--- config.mk ---
export PLATFORM = sky130hd
export DESIGN_NAME = sdac_front
export DESIGN_NICKNAME = d
export VERILOG_FILES = /design/src/rtl/sdac_pkg.sv /design/src/rtl/sdac_sync.sv /design/src/rtl/sdac_shifter.sv /design/src/rtl/sdac_regs.sv /design/src/rtl/sdac_settle.sv /design/src/rtl/sdac_front.sv
export SDC_FILE = /design/constraint.sdc
export NUM_CORES = 1
export LEC_CHECK = 0
export CORE_MARGIN = 4
export CORE_UTILIZATION = 45
export CTS_BUF_LIST = sky130_fd_sc_hd__clkbuf_4 sky130_fd_sc_hd__clkbuf_8 sky130_fd_sc_hd__clkbuf_16
export DETAILED_ROUTE_END_ITERATION = 10
export PLACE_DENSITY = 0.67
export RECOVER_POWER = 25
export SLEW_MARGIN = 30
export SYNTH_ARGS = -nofsm -noshare
export SYNTH_HDL_FRONTEND = slang
export SYNTH_HIERARCHICAL = 1
export SYNTH_SLANG_ARGS = --single-unit
--- constraint.sdc ---
create_clock -name clk -period 6.26 [get_ports clk]
set_input_delay 1.252 -clock clk [delete_from_list [all_inputs] [get_ports clk]]
set_output_delay 1.252 -clock clk [all_outputs]
set_load 0.1 [all_outputs]
--- src/rtl/sdac_pkg.sv ---
// Shared widths and command codes for the serial DAC front end.
// Assumes a 3-bit command, a 10-bit code and 3 trailing pad bits.
package sdac_pkg;
    localparam int CTRL_W = 3;
    localparam int CODE_W = 10;
    localparam int PAD_W  = 3;
    localparam int WORD_W = CTRL_W + CODE_W + PAD_W;

    localparam logic [CTRL_W-1:0] CMD_LOAD_IN   = 3'b001;
    localparam logic [CTRL_W-1:0] CMD_LOAD_BOTH = 3'b010;
    localparam logic [CTRL_W-1:0] CMD_XFER      = 3'b101;
    localparam logic [CTRL_W-1:0] CMD_SHUT      = 3'b111;
endpackage

--- src/rtl/sdac_sync.sv ---
// Multi-stage synchroniser for a vector of asynchronous single-bit inputs.
// Assumes each bit is independent; reset loads RST_VAL so idle levels hold.
module sdac_sync #(
    parameter int              WIDTH   = 3,
    parameter int              STAGES  = 2,
    parameter logic [WIDTH-1:0] RST_VAL = '0
) (
    input  logic             clk,
    input  logic             rst_n,
    input  logic [WIDTH-1:0] d,
    output logic [WIDTH-1:0] q
);
    logic [WIDTH-1:0] stg [STAGES];

    genvar s;
    generate
        for (s = 0; s < STAGES; s++) begin : g_stage
            // One flop rank of the synchroniser chain.
            always_ff @(posedge clk) begin
                if (!rst_n) begin
                    stg[s] <= RST_VAL;
                end else if (s == 0) begin
                    stg[s] <= d;
                end else begin
                    stg[s] <= stg[(s == 0) ? 0 : s-1];
                end
            end
        end
    endgenerate

    assign q = stg[STAGES-1];
endmodule

--- src/rtl/sdac_shifter.sv ---
// Serial capture: detects serial-clock rises and select rises on synchronised
// inputs, shifts bits MSB first, and judges the bit count when select rises.
// Assumes the serial clock is slower than half the system clock after sync.
module sdac_shifter
    import sdac_pkg::*;
(
    input  logic              clk,
    input  logic              rst_n,
    input  logic              cs_s,
    input  logic              sclk_s,
    input  logic              din_s,
    output logic              frame_ok,
    output logic              frame_err,
    output logic [CTRL_W-1:0] frame_ctrl,
    output logic [CODE_W-1:0] frame_code
);
    localparam int                CNT_W    = $clog2(WORD_W + 2);
    localparam logic [CNT_W-1:0]  CNT_FULL = CNT_W'(WORD_W);
    localparam logic [CNT_W-1:0]  CNT_SAT  = CNT_W'(WORD_W + 1);

    logic              sclk_d, cs_d;
    logic              shift_en, cs_rise;
    logic [CNT_W-1:0]  cnt, cnt_nx;
    logic [WORD_W-1:0] shreg, sh_nx;

    // Edge detection and next shift/count values, including a bit that
    // arrives in the same cycle as the select rise.
    always_comb begin
        shift_en = sclk_s & ~sclk_d & ~cs_d;
        cs_rise  = cs_s & ~cs_d;
        cnt_nx   = cnt;
        sh_nx    = shreg;
        if (shift_en) begin
            sh_nx = {shreg[WORD_W-2:0], din_s};
            if (cnt != CNT_SAT) begin
                cnt_nx = cnt + 1'b1;
            end
        end
    end

    // Shift register, saturating bit counter and end-of-frame verdict.
    always_ff @(posedge clk) begin
        if (!rst_n) begin
            sclk_d     <= 1'b0;
            cs_d       <= 1'b1;
            cnt        <= '0;
            shreg      <= '0;
            frame_ok   <= 1'b0;
            frame_err  <= 1'b0;
            frame_ctrl <= '0;
            frame_code <= '0;
        end else begin
            sclk_d    <= sclk_s;
            cs_d      <= cs_s;
            frame_ok  <= 1'b0;
            frame_err <= 1'b0;
            shreg     <= sh_nx;
            cnt       <= cs_s ? '0 : cnt_nx;
            if (cs_rise) begin
                if (cnt_nx == CNT_FULL) begin
                    frame_ok   <= 1'b1;
                    frame_ctrl <= sh_nx[WORD_W-1 -: CTRL_W];
                    frame_code <= sh_nx[PAD_W +: CODE_W];
                end else begin
                    frame_err  <= 1'b1;
                end
            end
        end
    end
endmodule

--- src/rtl/sdac_regs.sv ---
// Double-buffered code registers and shutdown state, updated by decoded
// commands. Assumes frame_ok is a single-cycle strobe with stable fields.
module sdac_regs
    import sdac_pkg::*;
(
    input  logic              clk,
    input  logic              rst_n,
    input  logic              frame_ok,
    input  logic [CTRL_W-1:0] frame_ctrl,
    input  logic [CODE_W-1:0] frame_code,
    output logic [CODE_W-1:0] dac_q,
    output logic              shut_q
);
    logic [CODE_W-1:0] stage_q;

    // Command execution on each accepted frame; unlisted codes are no-ops.
    always_ff @(posedge clk) begin
        if (!rst_n) begin
            stage_q <= '0;
            dac_q   <= '0;
            shut_q  <= 1'b0;
        end else if (frame_ok) begin
            case (frame_ctrl)
                CMD_LOAD_BOTH: begin
                    stage_q <= frame_code;
                    dac_q   <= frame_code;
                    shut_q  <= 1'b0;
                end
                CMD_LOAD_IN: begin
                    stage_q <= frame_code;
                end
                CMD_XFER: begin
                    dac_q  <= stage_q;
                    shut_q <= 1'b0;
                end
                CMD_SHUT: begin
                    shut_q <= 1'b1;
                end
                default: begin
                end
            endcase
        end
    end
endmodule

--- src/rtl/sdac_settle.sv ---
// Settling timer: held full while shut down, counts down otherwise; the
// flag is high only when awake and the count has reached zero.
module sdac_settle #(
    parameter int SETTLE_CYCLES = 2500
) (
    input  logic clk,
    input  logic rst_n,
    input  logic shut,
    output logic settle_ok
);
    localparam int             CW   = (SETTLE_CYCLES < 1) ? 1 : $clog2(SETTLE_CYCLES + 1);
    localparam logic [CW-1:0]  LOAD = CW'(SETTLE_CYCLES);

    logic [CW-1:0] cnt;

    // Reload during reset or shutdown, then count down to zero.
    always_ff @(posedge clk) begin
        if (!rst_n || shut) begin
            cnt <= LOAD;
        end else if (cnt != '0) begin
            cnt <= cnt - 1'b1;
        end
    end

    assign settle_ok = !shut && (cnt == '0);
endmodule

--- src/rtl/sdac_front.sv ---
// Top of the serial DAC front end: synchronises the three-wire link,
// captures 16-bit frames, executes commands and times output settling.
// Assumes all serial pins are asynchronous to clk.
module sdac_front
    import sdac_pkg::*;
#(
    parameter int SYNC_STAGES   = 2,
    parameter int SETTLE_CYCLES = 2500
) (
    input  logic              clk,
    input  logic              rst_n,
    input  logic              cs_n,
    input  logic              sclk,
    input  logic              din,
    output logic [CODE_W-1:0] dac_code,
    output logic              shut_o,
    output logic              out_en,
    output logic              frame_err,
    output logic              settle_ok
);
    logic [2:0]        pins_s;
    logic              frame_ok;
    logic [CTRL_W-1:0] frame_ctrl;
    logic [CODE_W-1:0] frame_code;

    sdac_sync #(.WIDTH(3), .STAGES(SYNC_STAGES), .RST_VAL(3'b100)) u_sync (
        .clk(clk), .rst_n(rst_n), .d({cs_n, sclk, din}), .q(pins_s)
    );

    sdac_shifter u_shift (
        .clk(clk), .rst_n(rst_n),
        .cs_s(pins_s[2]), .sclk_s(pins_s[1]), .din_s(pins_s[0]),
        .frame_ok(frame_ok), .frame_err(frame_err),
        .frame_ctrl(frame_ctrl), .frame_code(frame_code)
    );

    sdac_regs u_regs (
        .clk(clk), .rst_n(rst_n), .frame_ok(frame_ok),
        .frame_ctrl(frame_ctrl), .frame_code(frame_code),
        .dac_q(dac_code), .shut_q(shut_o)
    );

    sdac_settle #(.SETTLE_CYCLES(SETTLE_CYCLES)) u_settle (
        .clk(clk), .rst_n(rst_n), .shut(shut_o), .settle_ok(settle_ok)
    );

    assign out_en = ~shut_o;
endmodule


After elaboration in Yosys (flattened, before gate mapping)

Memory sizes are Yosys's and may differ from the RTL's.
Index checks and enable logic that the tools add are counted.

Reduce and logical (&&, ||, !) cells: 16
Eq/ne operators: 6
Add/subtract/negate cells: 2
Mux-type cells: 11
Bitwise operators: 9

Operator list:

| cell                    | count |
|---|---|
| $pmux W10 S2            | 1 |
| $mux W16                | 1 |
| $logic_not A12 Y1       | 1 |
| $reduce_bool A12 Y1     | 1 |
| $sub A12 B1 Y12 const B | 1 |
| $mux W5                 | 2 |
| $reduce_and A2 Y1       | 5 |
| $eq A3 B3 Y1 const B    | 2 |
| $mux W3                 | 2 |
| $reduce_or A2 Y1        | 3 |
| $add A5 B1 Y5 const B   | 1 |
| $eq A5 B5 Y1 const B    | 1 |
| $ne A5 B5 Y1 const B    | 1 |
| $mux W1                 | 4 |
| $not A1 Y1              | 4 |
| $reduce_bool A2 Y1      | 2 |
| $and A1 B1 Y1           | 3 |
| $eq A3 B1 Y1 const B    | 1 |
| $eq A3 B2 Y1 const B    | 1 |
| $logic_not A1 Y1        | 2 |
| $or A1 B1 Y1            | 2 |
| $pmux W1 S2             | 1 |
| $logic_and A1 B1 Y1     | 1 |
| $logic_or A1 B1 Y1      | 1 |

Output and inout port bits: 14
Memories: 1
Bits in registers: 71
RAM bits: 6
Logic and storage cells: 58

Memories:

| memory     | words | bits a word | rd ports | clocked after Yosys merged registers in | wr ports | RTL line        | RTL |
|---|---|---|---|---|---|---|---|
| u_sync.stg | 2     | 3           | 2        | 0                                       | 2        | sdac_sync.sv:13 | `logic [WIDTH-1:0] stg [STAGES];` |

Longest topological paths before layout

Depth after elaboration: 6
Gate-level depth with buffers: 8

Hierarchy

The synthesis kept the hierarchy.

By module, submodules not included:

| module       | times used | cells an instance | area each (sq um) |
|---|---|---|---|
| sdac_shifter | 1          | 158               | 1630.3 |
| sdac_regs    | 1          | 102               | 952.2 |
| sdac_settle  | 1          | 70                | 623.1 |
| sdac_sync    | 1          | 12                | 157.7 |
| sdac_front   | 1          | 1                 | 3.8 |

Least setup slack after synthesis

Ideal clock, no wire load.

Path kind: reg2out
Start: register u_settle.cnt[0]
End: output port settle_ok
Cell stages (with the launch flop): 6
Buffers on the path: 0
Required time: 5.008 ns
Arrival: 2.469 ns
Setup slack: 2.539 ns
Path through: dfxtp_1 -> inv_1 -> ha_1 -> nor4b_2 -> nand4b_1 -> nor2_1

Cells in the longest elaborated chain, start to end: 2

RTL lines:

| item                     | RTL line          | RTL |
|---|---|---|
| start: declaration       | sdac_settle.sv:14 | `logic [CW-1:0] cnt;` |
| start signal: assignment | sdac_settle.sv:21 | `cnt <= cnt - 1'b1;` |
| $logic_not A12 Y1        | sdac_settle.sv:25 | `assign settle_ok = !shut && (cnt == '0);` |
| $logic_and A1 B1 Y1      | sdac_settle.sv:25 |  |
| end: declaration         | sdac_front.sv:19  | `output logic settle_ok` |

Every way passes these cells.

Worst setup path after layout

Same ends and word-level chain as after synthesis.

==> metrics.log <==
INFO  metric maxSlewViolCount = 0
INFO  metric final_hold_viol_count = 0
INFO  metric critical_path.n_buffers_inverters = 2
INFO  metric yosysUniqueCellTypes = 54
INFO  metric post_cts_buffers = 0
INFO  metric finClkSkew = 0.0124 ns
INFO  metric synth.largest_area_cell = dfxtp_1
INFO  metric chipHeight = 94.5 um
INFO  metric fill_cells = 679
INFO  metric worstPathCellList = inv_1, ha_1, nor4b_2, nand4b_1, nor2_1, clkdlybuf4s50_1
INFO  metric multi_input_comb_area = 0.00166 mm2
INFO  metric num-nets-final = 366
INFO  metric finalWeightedCongestion = 0.785
INFO  metric rr_worst_depth = 6
INFO  metric post_route_cells_drive_above_1_share = 14.4%
INFO  metric yosys-top-cells-area = dfxtp_1 (46%), a221oi_2 (4.5%), mux2_4 (4.5%), nand2_1 (4.2%), a21boi_0 (3.6%)
INFO  metric cts_inserted_buffers = 9
INFO  metric cts.sink_count = 77
INFO  metric avgViaCountPerCell = 5.31
INFO  metric drc = 0
INFO  metric grt_setup_unrepaired = no
INFO  metric initial_core_util = 46.4%
INFO  metric grt_first_pass_wirelength = 10,100 um
INFO  metric route.vias.total = 2,446
INFO  metric cts_buffer_depth = 2
INFO  metric first_pass_iters = 4
INFO  metric ctsHtreeMaxLevel = 3
INFO  metric post_synth_fa_ha_maj_area_fraction = 1.49%
INFO  metric ctsResizeCount = 0
INFO  metric area_of_the_core_region = 0.00725 mm2
INFO  metric fraction_of_the_mapped_netlist_area_in_compound_gates = 18.7%
INFO  metric relSlewSlack = 11.4%
INFO  metric synth_xor_xnor_area_share = 1.56%
INFO  metric ant_nets = 0
INFO  metric setup_crit_start_kind = flip-flop
INFO  metric i_o_pins = 19
INFO  metric post_synth_and_or_nand_nor_area_fraction = 21.6%
INFO  metric clock.fmax = 234 MHz
INFO  metric placed_cell_area = 0.00359 mm2
INFO  metric asyncSetResetFlopFracSynth = 0%
INFO  metric pin_count_of_the_biggest_net_entering_global_routing = 42
INFO  metric dieWidth = 94.5 um
INFO  metric totalNegativeSetupSlack = 0 ns
INFO  metric cp.required = 5.01 ns
INFO  metric groute.usage.overall = 14.2%
INFO  metric finalWorstSetupSlack = 1.99 ns
INFO  metric combined_flip_flop_and_latch_cell_area = 0.00154 mm2
INFO  metric run_status = finished, final reports clean
INFO  metric synth_fp_nets = 352
INFO  metric worst_setup_path_end_kind = output port
INFO  metric max-vdd-ir-drop = 0.107 mV
INFO  metric yosysSeqAreaShare = 45.8%
INFO  metric crit_path_top_delay_cell = clkdlybuf4s50_1
INFO  metric maxCapViolations = 0
INFO  metric fp.dieArea = 0.00893 mm2
INFO  metric tritoncts = built
INFO  metric syn2layout_area_growth = 13.2%
INFO  metric synth_top_area_share = 45.8%
INFO  metric max_slew.worst_pin.slew = 1.33 ns
INFO  metric final_cell_area = 0.00381 mm2
INFO  metric synthesis.area = 0.00337 mm2
INFO  metric min_period_over_period = 68.2%
INFO  metric port_buffers = 18
INFO  metric synth-seq-cells = 77
INFO  metric postSynthAreaPerCell = 9.82 um2
INFO  metric synth_enable_flop_cells = 0
INFO  metric grt_remaining_overflow = 0
INFO  metric cp.depth = 6
INFO  metric antenna_found_initial = 0
INFO  metric grt_pass1_vias = 2,221
INFO  metric worst_ep_arrival_time = 3.02 ns
INFO  metric worst_skew_pair.late_latency = 0.34 ns
INFO  metric synth_mux_area_share = 6.06%
INFO  metric criticalPathCategory = reg2out
INFO  metric drt_iter0_drc = 98
INFO  metric report.final.setup_viol = 0
INFO  metric path_max_fanout = 8
INFO  metric finish.cell_count_without_fillers = 461
INFO  metric path_clk_slew = 0.08 ns
INFO  metric dpl.cell_count = 445
INFO  metric dp_hpwl = 3860 um
INFO  metric dominant_combinational_cell_family_by_area_after_synthesis = simple AND/OR/NAND/NOR gates
INFO  metric worst_hold_path_type = reg2reg
INFO  metric static-leakage-power = 1.30 nW
INFO  metric slowest_delay = 1.15 ns
INFO  metric drt_wl_total = 5850 um
INFO  metric yosys_warnings = 6
INFO  metric avgRoutedWirePerCell = 12.7 um
INFO  metric placement_setup_slack = 2.35 ns
INFO  metric timing.hold.worst_path_depth = 1
INFO  metric synthFlopType = dfxtp_1
INFO  metric count_of_hold_fix_buffers_inserted_at_cts = 0
INFO  metric cellPowerDensity = 248 mW/mm2
INFO  metric antenna-diode-count = 0
INFO  metric num_rows = 31
INFO  metric critical_path.top_delay_family = buffers and inverters
INFO  metric clock-root-buffer = clkbuf_8
INFO  metric timing.final.crit_period = 4.27 ns
INFO  metric number_of_standard_cells_after_synthesis = 343
[synthesized netlist by cell type, types with 4 or more instances]
cell      count
nand3_1      12
ha_1          4
mux2_4       10
nand2_1      38
a21boi_0     16
o22ai_1      10
a221oi_2     10
nand3b_1      5
nor2_1       16
dfxtp_1      77
inv_1        18
a21oi_1      20
clkbuf_1      8
nand2b_1      5
and2_1       18
o21ai_0      14
[cells in the final DEF, fill, tap and decap left out, types with 12 or more instances in the layout]
master | netlist | final
and2_1 | 18 | 16
a21boi_0 | 16 | 16
clkdlybuf4s50_1 | 0 | 17
dfxtp_1 | 77 | 77
a21oi_1 | 20 | 20
nand2_1 | 38 | 38
nor2_1 | 16 | 16
o21ai_0 | 14 | 14
nand3_1 | 12 | 12
inv_1 | 18 | 18
[routing by layer]
layer | wire length [um] | track usage [%]
met1 | 2700 | 17.7
met2 | 2720 | 22.3
met3 | 326 | 5.34
met4 | 98 | 5.65
met5 | 0 | 0
[flip-flops by register name, indices dropped and copies added, names as in the netlist, 3 cells and up]
register            cells
u_shift/cnt             5
u_sync/stg              6
u_shift/frame_code     10
u_settle/cnt           12
u_shift/shreg          16
u_shift/frame_ctrl      3
u_regs/dac_q           10
u_regs/stage_q         10
[stage by stage]
step	hold slack (ns)	util, %	total power [W]
2_1_floorplan	0.386	-	0.000538
4_1_cts	0.413	52.6	0.000961
5_1_grt	0.446	52.5	0.000985
3_3_place_gp	0.391	49.5	0.000547
3_5_place_dp	0.394	49.5	0.000548
6_report	0.410	52.5	0.000946
[worst reg2reg max path, cell delays in order, from the launching register on]
cell       delay, ns
dfxtp_1         0.50
ha_1            0.25
nand4bb_4       0.15
or3_4           0.37
a22oi_4         0.24
nand3_4         0.25
mux2_4          0.37
[power breakdown]
group,switching [W],internal [W]
clock,0.000176,0.000235
combinational,0.0000174,0.0000135
sequential,0.00000813,0.000497
[final timing paths]
| path | from | to | slack (ns) |
|---|---|---|---|
| worst min-delay path | u_sync/stg[0][2]$_SDFF_PN1_ | u_sync/stg[1][2]$_SDFF_PN1_ | 0.41 |
| worst max-delay path | u_settle/cnt[0]$_SDFFE_PP0P_ | settle_ok | 1.99 |
| worst max register to register | u_shift/cnt[0]$_SDFF_PP0_ | u_shift/frame_code[2]$_SDFFE_PN0P_ | 4.02 |
| worst min register to register | u_sync/stg[0][2]$_SDFF_PN1_ | u_sync/stg[1][2]$_SDFF_PN1_ | 0.41 |
[final cells by class]
type	instances	area share, %
multi-input combinational	231	43.6
sequential	77	40.5
timing repair buffer	20	5.02
clock buffer	10	3.61
tap	99	3.25
clock inverter	6	2.27
inverter	18	1.77
[kinds of logic after synthesis]
logic type,after synthesis
buf+inv,35
xor+xnor,6
mux,15
fa+ha+maj,4
simple gates,122
flops,77
compound gates,84
(Power assumes the default switching activity.)
